### src/rtl/irqr_pkg.sv
package irqr_pkg;
  localparam int ADDR_W   = 12;
  localparam int NUM_W    = 10;
  localparam int CPU_W    = 2;
  localparam int PRIV_A   = 3;
  localparam int PRIV_B   = 5;
  localparam logic [NUM_W-1:0] IDLE_NUM = 10'd1023;

  localparam logic [ADDR_W-1:0] OFS_CTRL   = 12'h000;
  localparam logic [ADDR_W-1:0] OFS_EN_SET = 12'h030;
  localparam logic [ADDR_W-1:0] OFS_EN_CLR = 12'h034;
  localparam logic [ADDR_W-1:0] OFS_ACK    = 12'h044;
  localparam logic [ADDR_W-1:0] OFS_MK_SET = 12'h048;
  localparam logic [ADDR_W-1:0] OFS_MK_CLR = 12'h04C;
  localparam logic [ADDR_W-1:0] OFS_ROUTE  = 12'h100;

  typedef struct packed {
    logic             setEn;
    logic             clrEn;
    logic             setMask;
    logic             clrMask;
    logic             routeWr;
    logic             rdAny;
    logic             rdCtrl;
    logic             rdAck;
    logic             rdRoute;
    logic [NUM_W-1:0] num;
    logic [CPU_W-1:0] cpu;
    logic [7:0]       routeData;
  } strobe_t;
endpackage

### src/rtl/irqr_ctrl.sv
module irqr_ctrl
  import irqr_pkg::*;
(
  input  logic [CPU_W-1:0]  cpuId,
  input  logic              perCpuSel,
  input  logic [ADDR_W-1:0] addr,
  input  logic              wrEn,
  input  logic [31:0]       wrData,
  input  logic              rdEn,
  output strobe_t           strb
);
  logic             isRoute;
  logic [NUM_W-1:0] routeIdx;
  logic             unusedWrBits;

  assign isRoute      = !perCpuSel && (addr >= OFS_ROUTE) && (addr[1:0] == 2'b00);
  assign routeIdx     = addr[ADDR_W-1:2] - NUM_W'(OFS_ROUTE >> 2);
  assign unusedWrBits = ^wrData[31:12];

  always_comb begin
    strb           = '0;
    strb.cpu       = cpuId;
    strb.routeData = {wrData[11:8], wrData[3:0]};
    strb.num       = isRoute ? routeIdx : wrData[NUM_W-1:0];
    if (wrEn) begin
      strb.setEn   = !perCpuSel && addr == OFS_EN_SET;
      strb.clrEn   = !perCpuSel && addr == OFS_EN_CLR;
      strb.setMask =  perCpuSel && addr == OFS_MK_SET;
      strb.clrMask =  perCpuSel && addr == OFS_MK_CLR;
      strb.routeWr =  isRoute;
    end
    if (rdEn) begin
      strb.rdAny   = 1'b1;
      strb.rdCtrl  = !perCpuSel && addr == OFS_CTRL;
      strb.rdAck   =  perCpuSel && addr == OFS_ACK;
      strb.rdRoute =  isRoute;
    end
  end
endmodule

### src/rtl/irqr_datapath.sv
module irqr_datapath
  import irqr_pkg::*;
#(
  parameter int NUM_CPU = 4,
  parameter int NUM_SRC = 32
) (
  input  logic                   clk,
  input  logic                   rstN,
  input  strobe_t                strb,
  input  logic [NUM_SRC-1:0]     srcLevel,
  input  logic [2*NUM_CPU-1:0]   privLevel,
  output logic [31:0]            rdData,
  output logic [NUM_CPU-1:0]     irqOut
);
  logic [NUM_SRC-1:0] enable;
  logic [NUM_SRC-1:0] maskQ  [NUM_CPU];
  logic [7:0]         route  [NUM_SRC];
  logic [NUM_SRC-1:0] qual   [NUM_CPU];
  logic [NUM_W-1:0]   ackNum [NUM_CPU];
  logic [31:0]        rdMux;
  logic               unusedSrc;

  assign unusedSrc = srcLevel[PRIV_A] ^ srcLevel[PRIV_B];

  // state updates: set/clear by source number
  always_ff @(posedge clk) begin
    if (!rstN) begin
      enable <= '0;
      for (int c = 0; c < NUM_CPU; c++) maskQ[c] <= '1;
      for (int s = 0; s < NUM_SRC; s++) route[s] <= '0;
    end else begin
      for (int s = 0; s < NUM_SRC; s++) begin
        if (strb.num == NUM_W'(s)) begin
          if (strb.setEn)   enable[s] <= 1'b1;
          if (strb.clrEn)   enable[s] <= 1'b0;
          if (strb.routeWr) route[s]  <= strb.routeData;
          for (int c = 0; c < NUM_CPU; c++) begin
            if (strb.cpu == CPU_W'(c)) begin
              if (strb.setMask) maskQ[c][s] <= 1'b1;
              if (strb.clrMask) maskQ[c][s] <= 1'b0;
            end
          end
        end
      end
    end
  end

  // qualification per CPU and source
  for (genvar c = 0; c < NUM_CPU; c++) begin : g_cpu
    for (genvar s = 0; s < NUM_SRC; s++) begin : g_src
      if (s == PRIV_A || s == PRIV_B) begin : g_priv
        assign qual[c][s] = privLevel[2*c + ((s == PRIV_B) ? 1 : 0)] & ~maskQ[c][s];
      end else begin : g_shared
        assign qual[c][s] = srcLevel[s] & enable[s] & ~maskQ[c][s]
                          & (route[s][c] | route[s][4+c]);
      end
    end

    always_comb begin
      ackNum[c] = IDLE_NUM;
      for (int s = NUM_SRC - 1; s >= 0; s--)
        if (qual[c][s]) ackNum[c] = NUM_W'(s);
    end

    assign irqOut[c] = |qual[c];

    assert_idle_code_R6: assert property (@(posedge clk) disable iff (!rstN)
      !irqOut[c] |-> ackNum[c] == IDLE_NUM) else $error("idle ack code");
    assert_ack_range_R6: assert property (@(posedge clk) disable iff (!rstN)
      irqOut[c] |-> ackNum[c] < NUM_W'(NUM_SRC)) else $error("ack out of range");
    assert_mask_set_R3: assert property (@(posedge clk) disable iff (!rstN)
      (strb.setMask && strb.cpu == CPU_W'(c) && strb.num == '0) |=> !qual[c][0])
      else $error("mask did not take");
  end

  for (genvar s = 0; s < NUM_SRC; s++) begin : g_chk
    assert_set_enable_R2: assert property (@(posedge clk) disable iff (!rstN)
      (strb.setEn && strb.num == NUM_W'(s)) |=> enable[s]) else $error("enable set");
    assert_clr_enable_R2: assert property (@(posedge clk) disable iff (!rstN)
      (strb.clrEn && strb.num == NUM_W'(s)) |=> !enable[s]) else $error("enable clear");
  end

  // registered read path
  always_comb begin
    rdMux = '0;
    if (strb.rdCtrl) rdMux = 32'(NUM_SRC) << 2;
    if (strb.rdAck)
      for (int c = 0; c < NUM_CPU; c++)
        if (strb.cpu == CPU_W'(c)) rdMux = 32'(ackNum[c]);
    if (strb.rdRoute)
      for (int s = 0; s < NUM_SRC; s++)
        if (strb.num == NUM_W'(s)) rdMux = {20'd0, route[s][7:4], 4'd0, route[s][3:0]};
  end

  always_ff @(posedge clk) begin
    if (!rstN)          rdData <= '0;
    else if (strb.rdAny) rdData <= rdMux;
  end
endmodule

### src/rtl/irq_router.sv
module irq_router
  import irqr_pkg::*;
#(
  parameter int NUM_CPU = 4,
  parameter int NUM_SRC = 32
) (
  input  logic                 clk,
  input  logic                 rstN,
  input  logic [1:0]           cpuId,
  input  logic                 perCpuSel,
  input  logic [11:0]          addr,
  input  logic                 wrEn,
  input  logic [31:0]          wrData,
  input  logic                 rdEn,
  output logic [31:0]          rdData,
  input  logic [NUM_SRC-1:0]   srcLevel,
  input  logic [2*NUM_CPU-1:0] privLevel,
  output logic [NUM_CPU-1:0]   irqOut
);
  strobe_t strb;

  irqr_ctrl u_ctrl (
    .cpuId(cpuId), .perCpuSel(perCpuSel), .addr(addr),
    .wrEn(wrEn), .wrData(wrData), .rdEn(rdEn), .strb(strb)
  );

  irqr_datapath #(.NUM_CPU(NUM_CPU), .NUM_SRC(NUM_SRC)) u_dp (
    .clk(clk), .rstN(rstN), .strb(strb), .srcLevel(srcLevel),
    .privLevel(privLevel), .rdData(rdData), .irqOut(irqOut)
  );
endmodule

### config.mk
export PLATFORM = sky130hd
export DESIGN_NAME = irq_router
export DESIGN_NICKNAME = d
export VERILOG_FILES = /design/src/rtl/irqr_pkg.sv /design/src/rtl/irqr_ctrl.sv /design/src/rtl/irqr_datapath.sv /design/src/rtl/irq_router.sv
export SDC_FILE = /design/constraint.sdc
export NUM_CORES = 1
export LEC_CHECK = 0
export BUFFER_PORTS_ARGS = -buffer_cell sky130_fd_sc_hd__buf_2
export CAP_MARGIN = 20
export CORE_ASPECT_RATIO = 0.7
export CORE_MARGIN = 3
export CORE_UTILIZATION = 55
export CTS_BUF_LIST = sky130_fd_sc_hd__clkbuf_4
export CTS_CLUSTER_DIAMETER = 150
export CTS_CLUSTER_SIZE = 28
export DETAILED_ROUTE_END_ITERATION = 12
export PLACE_DENSITY = 0.8
export SYNTH_ARGS = -nofsm -noshare
export SYNTH_HDL_FRONTEND = slang
export SYNTH_HIERARCHICAL = 1
export SYNTH_SLANG_ARGS = --single-unit
### constraint.sdc
create_clock -name clk -period 11.4 [get_ports clk]
set_input_delay 1.14 -clock clk [delete_from_list [all_inputs] [get_ports clk]]
set_output_delay 1.14 -clock clk [all_outputs]
set_load 0.03 [all_outputs]
==> results.sh <==
export IMPL_synth_edff_count=383
export IMPL_leakage_uw=0.00827
export IMPL_synth_top_family_by_area="compound AO/OA/AOI/OAI gates"
export IMPL_fin_skew_ns=0.107
export IMPL_route_detailed_drc=0
export IMPL_clk_latency_ns=0.90
export IMPL_worst_pin_slew_ns=1.49
export IMPL_post_cts_buffers=0
export IMPL_nNetsFinal=2583
export IMPL_io_buffers=84
export IMPL_synth_async_reset_ratio_pct=0
export IMPL_r2r_setup_slack_ns=6.81
export IMPL_post_route_cell_area_um2=25200
export IMPL_h_tree_depth=1
export IMPL_final_cell_mix="383 x edfxtp_1, 362 x nor2_1, 235 x nand2_1"
export IMPL_clk_path_buf_depth=3
export IMPL_grt_usage_pct=47.0
export IMPL_routed_wl_um=113000
export IMPL_failed_checks="capacitance limit, slew limit"
export IMPL_ys_ff_latch=425
export IMPL_cts_hold_buf=0
export IMPL_min_period_ns=6.41
export IMPL_clock_fmax_mhz=156
export IMPL_n_fill_cell=3731
export IMPL_outcome="finished, violations left"
export IMPL_initialDrtViolationCount=5025
export IMPL_finalHoldViolations=0
export IMPL_cp_max_fo=12
export IMPL_avgViaCountPerCell=7.82
export IMPL_first_global_vias=21228
export IMPL_ys_seq_area_share_pct=51.4
export IMPL_die_y_um=181
export IMPL_wl_per_cell_um=36.6
export IMPL_synthAdderAreaFrac_pct=0.156
export IMPL_cp_start_kind="primary input"
export IMPL_first_pass_iters=7
export IMPL_peakVddDrop_mv=0.128
export IMPL_area_growth_pct=4.98
export IMPL_hpwl_um=83000
export IMPL_hold_end="u_dp/rdData[7]"
export IMPL_cp_buffers_inverters=1
export IMPL_ys_warn_count=6
export IMPL_antenna_left=0
export IMPL_antenna_found_initial=4
export IMPL_clk_pin_slew_ns=0.31
export IMPL_core_area_um2=42700
export IMPL_crit_family="simple AND/OR/NAND/NOR gates"
export IMPL_placed_cells=3048
export IMPL_rsz0062_at_grt="no"
export IMPL_power_density_nw_per_um2=109
export IMPL_synth_cell_types=83
export IMPL_die_w_um=256
export IMPL_cap_viol_max_count=1
export IMPL_power_uw=2760
export IMPL_hold_path_class="reg2reg"
export IMPL_min_path_cells=2
export IMPL_yosys_area_share_simple_pct=15.6
export IMPL_synth_main_ff_cell="edfxtp_1"
export IMPL_die_area_um2=46300
export IMPL_slowest_stage="nor4_1"
export IMPL_r2r_cells=9
export IMPL_max_stage_delay_ns=1.28
export IMPL_cts_resized=0
export IMPL_clock_sinks=425
export IMPL_worstHoldStart="u_dp/rdData[7]"
export IMPL_arrival_ns=7.26
export IMPL_start_util_pct=56.2
export IMPL_cts_tree="done"
export IMPL_crit_path_start="perCpuSel"
export IMPL_place_congestion=1.08
export IMPL_cp_required_ns=12.25
export IMPL_fin_setup_tns_ns=0
export IMPL_synth_compound_area_share_pct=25.5
export IMPL_top_level_ports=127
export IMPL_end_kind="flop"
export IMPL_critical_path_class="in2reg"
export IMPL_min_period_over_period_pct=56.2
export IMPL_drive_above_1_share_pct=11.7
export IMPL_rr_startpoint="u_dp/route[0][86]"
export IMPL_syn_inst=2481
export IMPL_grt_overflow=0
export IMPL_drv_slew=1
export IMPL_syn_avg_cell_area_um2=9.68
export IMPL_vias=24123
export IMPL_synthMuxAreaShare_pct=3.07
export IMPL_grt_max_degree=78
export IMPL_r2r_end="u_dp/rdData[9]"
export IMPL_place_area_um2=24900
export IMPL_clk_root_buffer_cell="clkbuf_4"
export IMPL_synth_area_um2=24000
export IMPL_grt_pass1_wl_um=156000
export IMPL_synthXorXnorAreaFrac_pct=0.0729
export IMPL_instances_no_fill=3085
export IMPL_layout_commonest_cell="edfxtp_1"
export IMPL_crit_chain="buf_2 -> or3_1 -> nor4_2 -> a41o_2 -> mux2i_1 -> or4_1 -> nor4_4 -> nand2_1 -> o22ai_1 -> nor2_1 -> nand3_1 -> nor4_1 -> o21ai_0 -> a221oi_1"
export IMPL_maxSlewHeadroom_pct=-0.116
export IMPL_setup_violations=0
export IMPL_cts_buffers=19
export IMPL_core_rowCount=63
-- cell type report --
cell class                      instances  area [µm²]  share of cell area, %
Timing Repair Buffer                  159         981                   3.89
Clock buffer                           29         218                  0.863
Inverter                               39         146                  0.580
Antenna cell                            1        2.50                0.00992
Multi-Input combinational cell       1845       10800                   42.7
Clock inverter                          2        33.8                  0.134
Sequential cell                       425       12300                   48.9
Tap cell                              585         732                   2.90
-- tightest hold or removal path: stages (launching register included) --
cell     delay, ns
dfxtp_1       0.38
nand2_1       0.06
a21oi_1       0.05
-- cells by family after synthesis --
kind of cell	Yosys count
AO/OA/AOI/OAI	931
adder cells (fa/ha/maj)	3
multiplexers	58
other	1
flip-flops	425
buffers and inverters	230
XOR/XNOR	2
AND/OR/NAND/NOR	831
-- sequential cells by signal, indices dropped and copies added (netlist names) --
| signal | count |
|---|---|
| u_dp/route | 256 |
| u_dp/maskQ | 128 |
| u_dp/enable | 30 |
| u_dp/rdData | 11 |
-- cells in the mapped netlist (8+ instances only) --
master / number / area (µm²)
nor4_1: 23 / 144
mux4_2: 8 / 180
o221ai_1: 9 / 78.8
nor2b_1: 15 / 93.8
a211oi_1: 63 / 473
o211ai_1: 110 / 826
a2bb2oi_1: 8 / 70.1
buf_2: 16 / 80.1
nor3_1: 42 / 210
nand3_1: 32 / 160
a221oi_1: 25 / 219
dfxtp_1: 42 / 841
or2_2: 37 / 231
o2bb2ai_1: 13 / 114
o21ai_0: 229 / 1150
a31oi_1: 13 / 81.3
nand2b_1: 12 / 75.1
mux2i_1: 25 / 250
o32ai_1: 16 / 140
a21oi_1: 183 / 916
a221o_1: 11 / 110
o211a_1: 11 / 110
buf_1: 13 / 48.8
nand2_1: 235 / 882
buf_4: 32 / 240
a22oi_1: 18 / 135
inv_1: 39 / 146
a211o_1: 13 / 114
or3_1: 10 / 62.6
o21bai_1: 10 / 75.1
nand4_1: 12 / 75.1
edfxtp_1: 383 / 11500
clkbuf_1: 128 / 480
o22ai_1: 89 / 557
a2111oi_0: 9 / 78.8
o31ai_1: 11 / 82.6
a21o_1: 13 / 97.6
a222oi_1: 9 / 90.1
mux2_2: 16 / 180
and2_1: 15 / 93.8
nor2_1: 365 / 1370
-- stage by stage --
step	hold WS (ns)	utilization [%]	setup slack [ns]
global route	0.505	59.0	5.16
finish	0.483	59.0	4.99
floorplan	0.472	-	6.58
CTS	0.483	58.9	5.29
global placement	0.451	58.3	4.46
detailed placement	0.455	58.3	4.36
-- power breakdown --
group | total, µW | internal, µW | leakage, µW | switching [µW]
clock | 596 | 119 | 0.000149 | 476
combinational | 316 | 75.7 | 0.00405 | 240
sequential | 1850 | 1780 | 0.00407 | 62.3
-- worst max path at each step --
stage	end	depth (start not counted)
final	u_dp/rdData[1]	14
after global routing	u_dp/maskQ[2][20]	14
after CTS	u_dp/rdData[10]	15
after detailed placement	u_dp/rdData[10]	15
after global placement	u_dp/rdData[10]	15
after floorplan	u_dp/maskQ[0][10]	14
-- layer usage --
metal / global-route usage, % / vias to the layer above / part of all wire, %
met2: 61.2 / 2685 / 38
met1: 68.0 / 11558 / 37
met5: 0 / - / 0.023
li1: - / 9490 / -
met3: 21.8 / 386 / 20
met4: 16.3 / 4 / 5.0
Power figures use the tool's default switching activity.
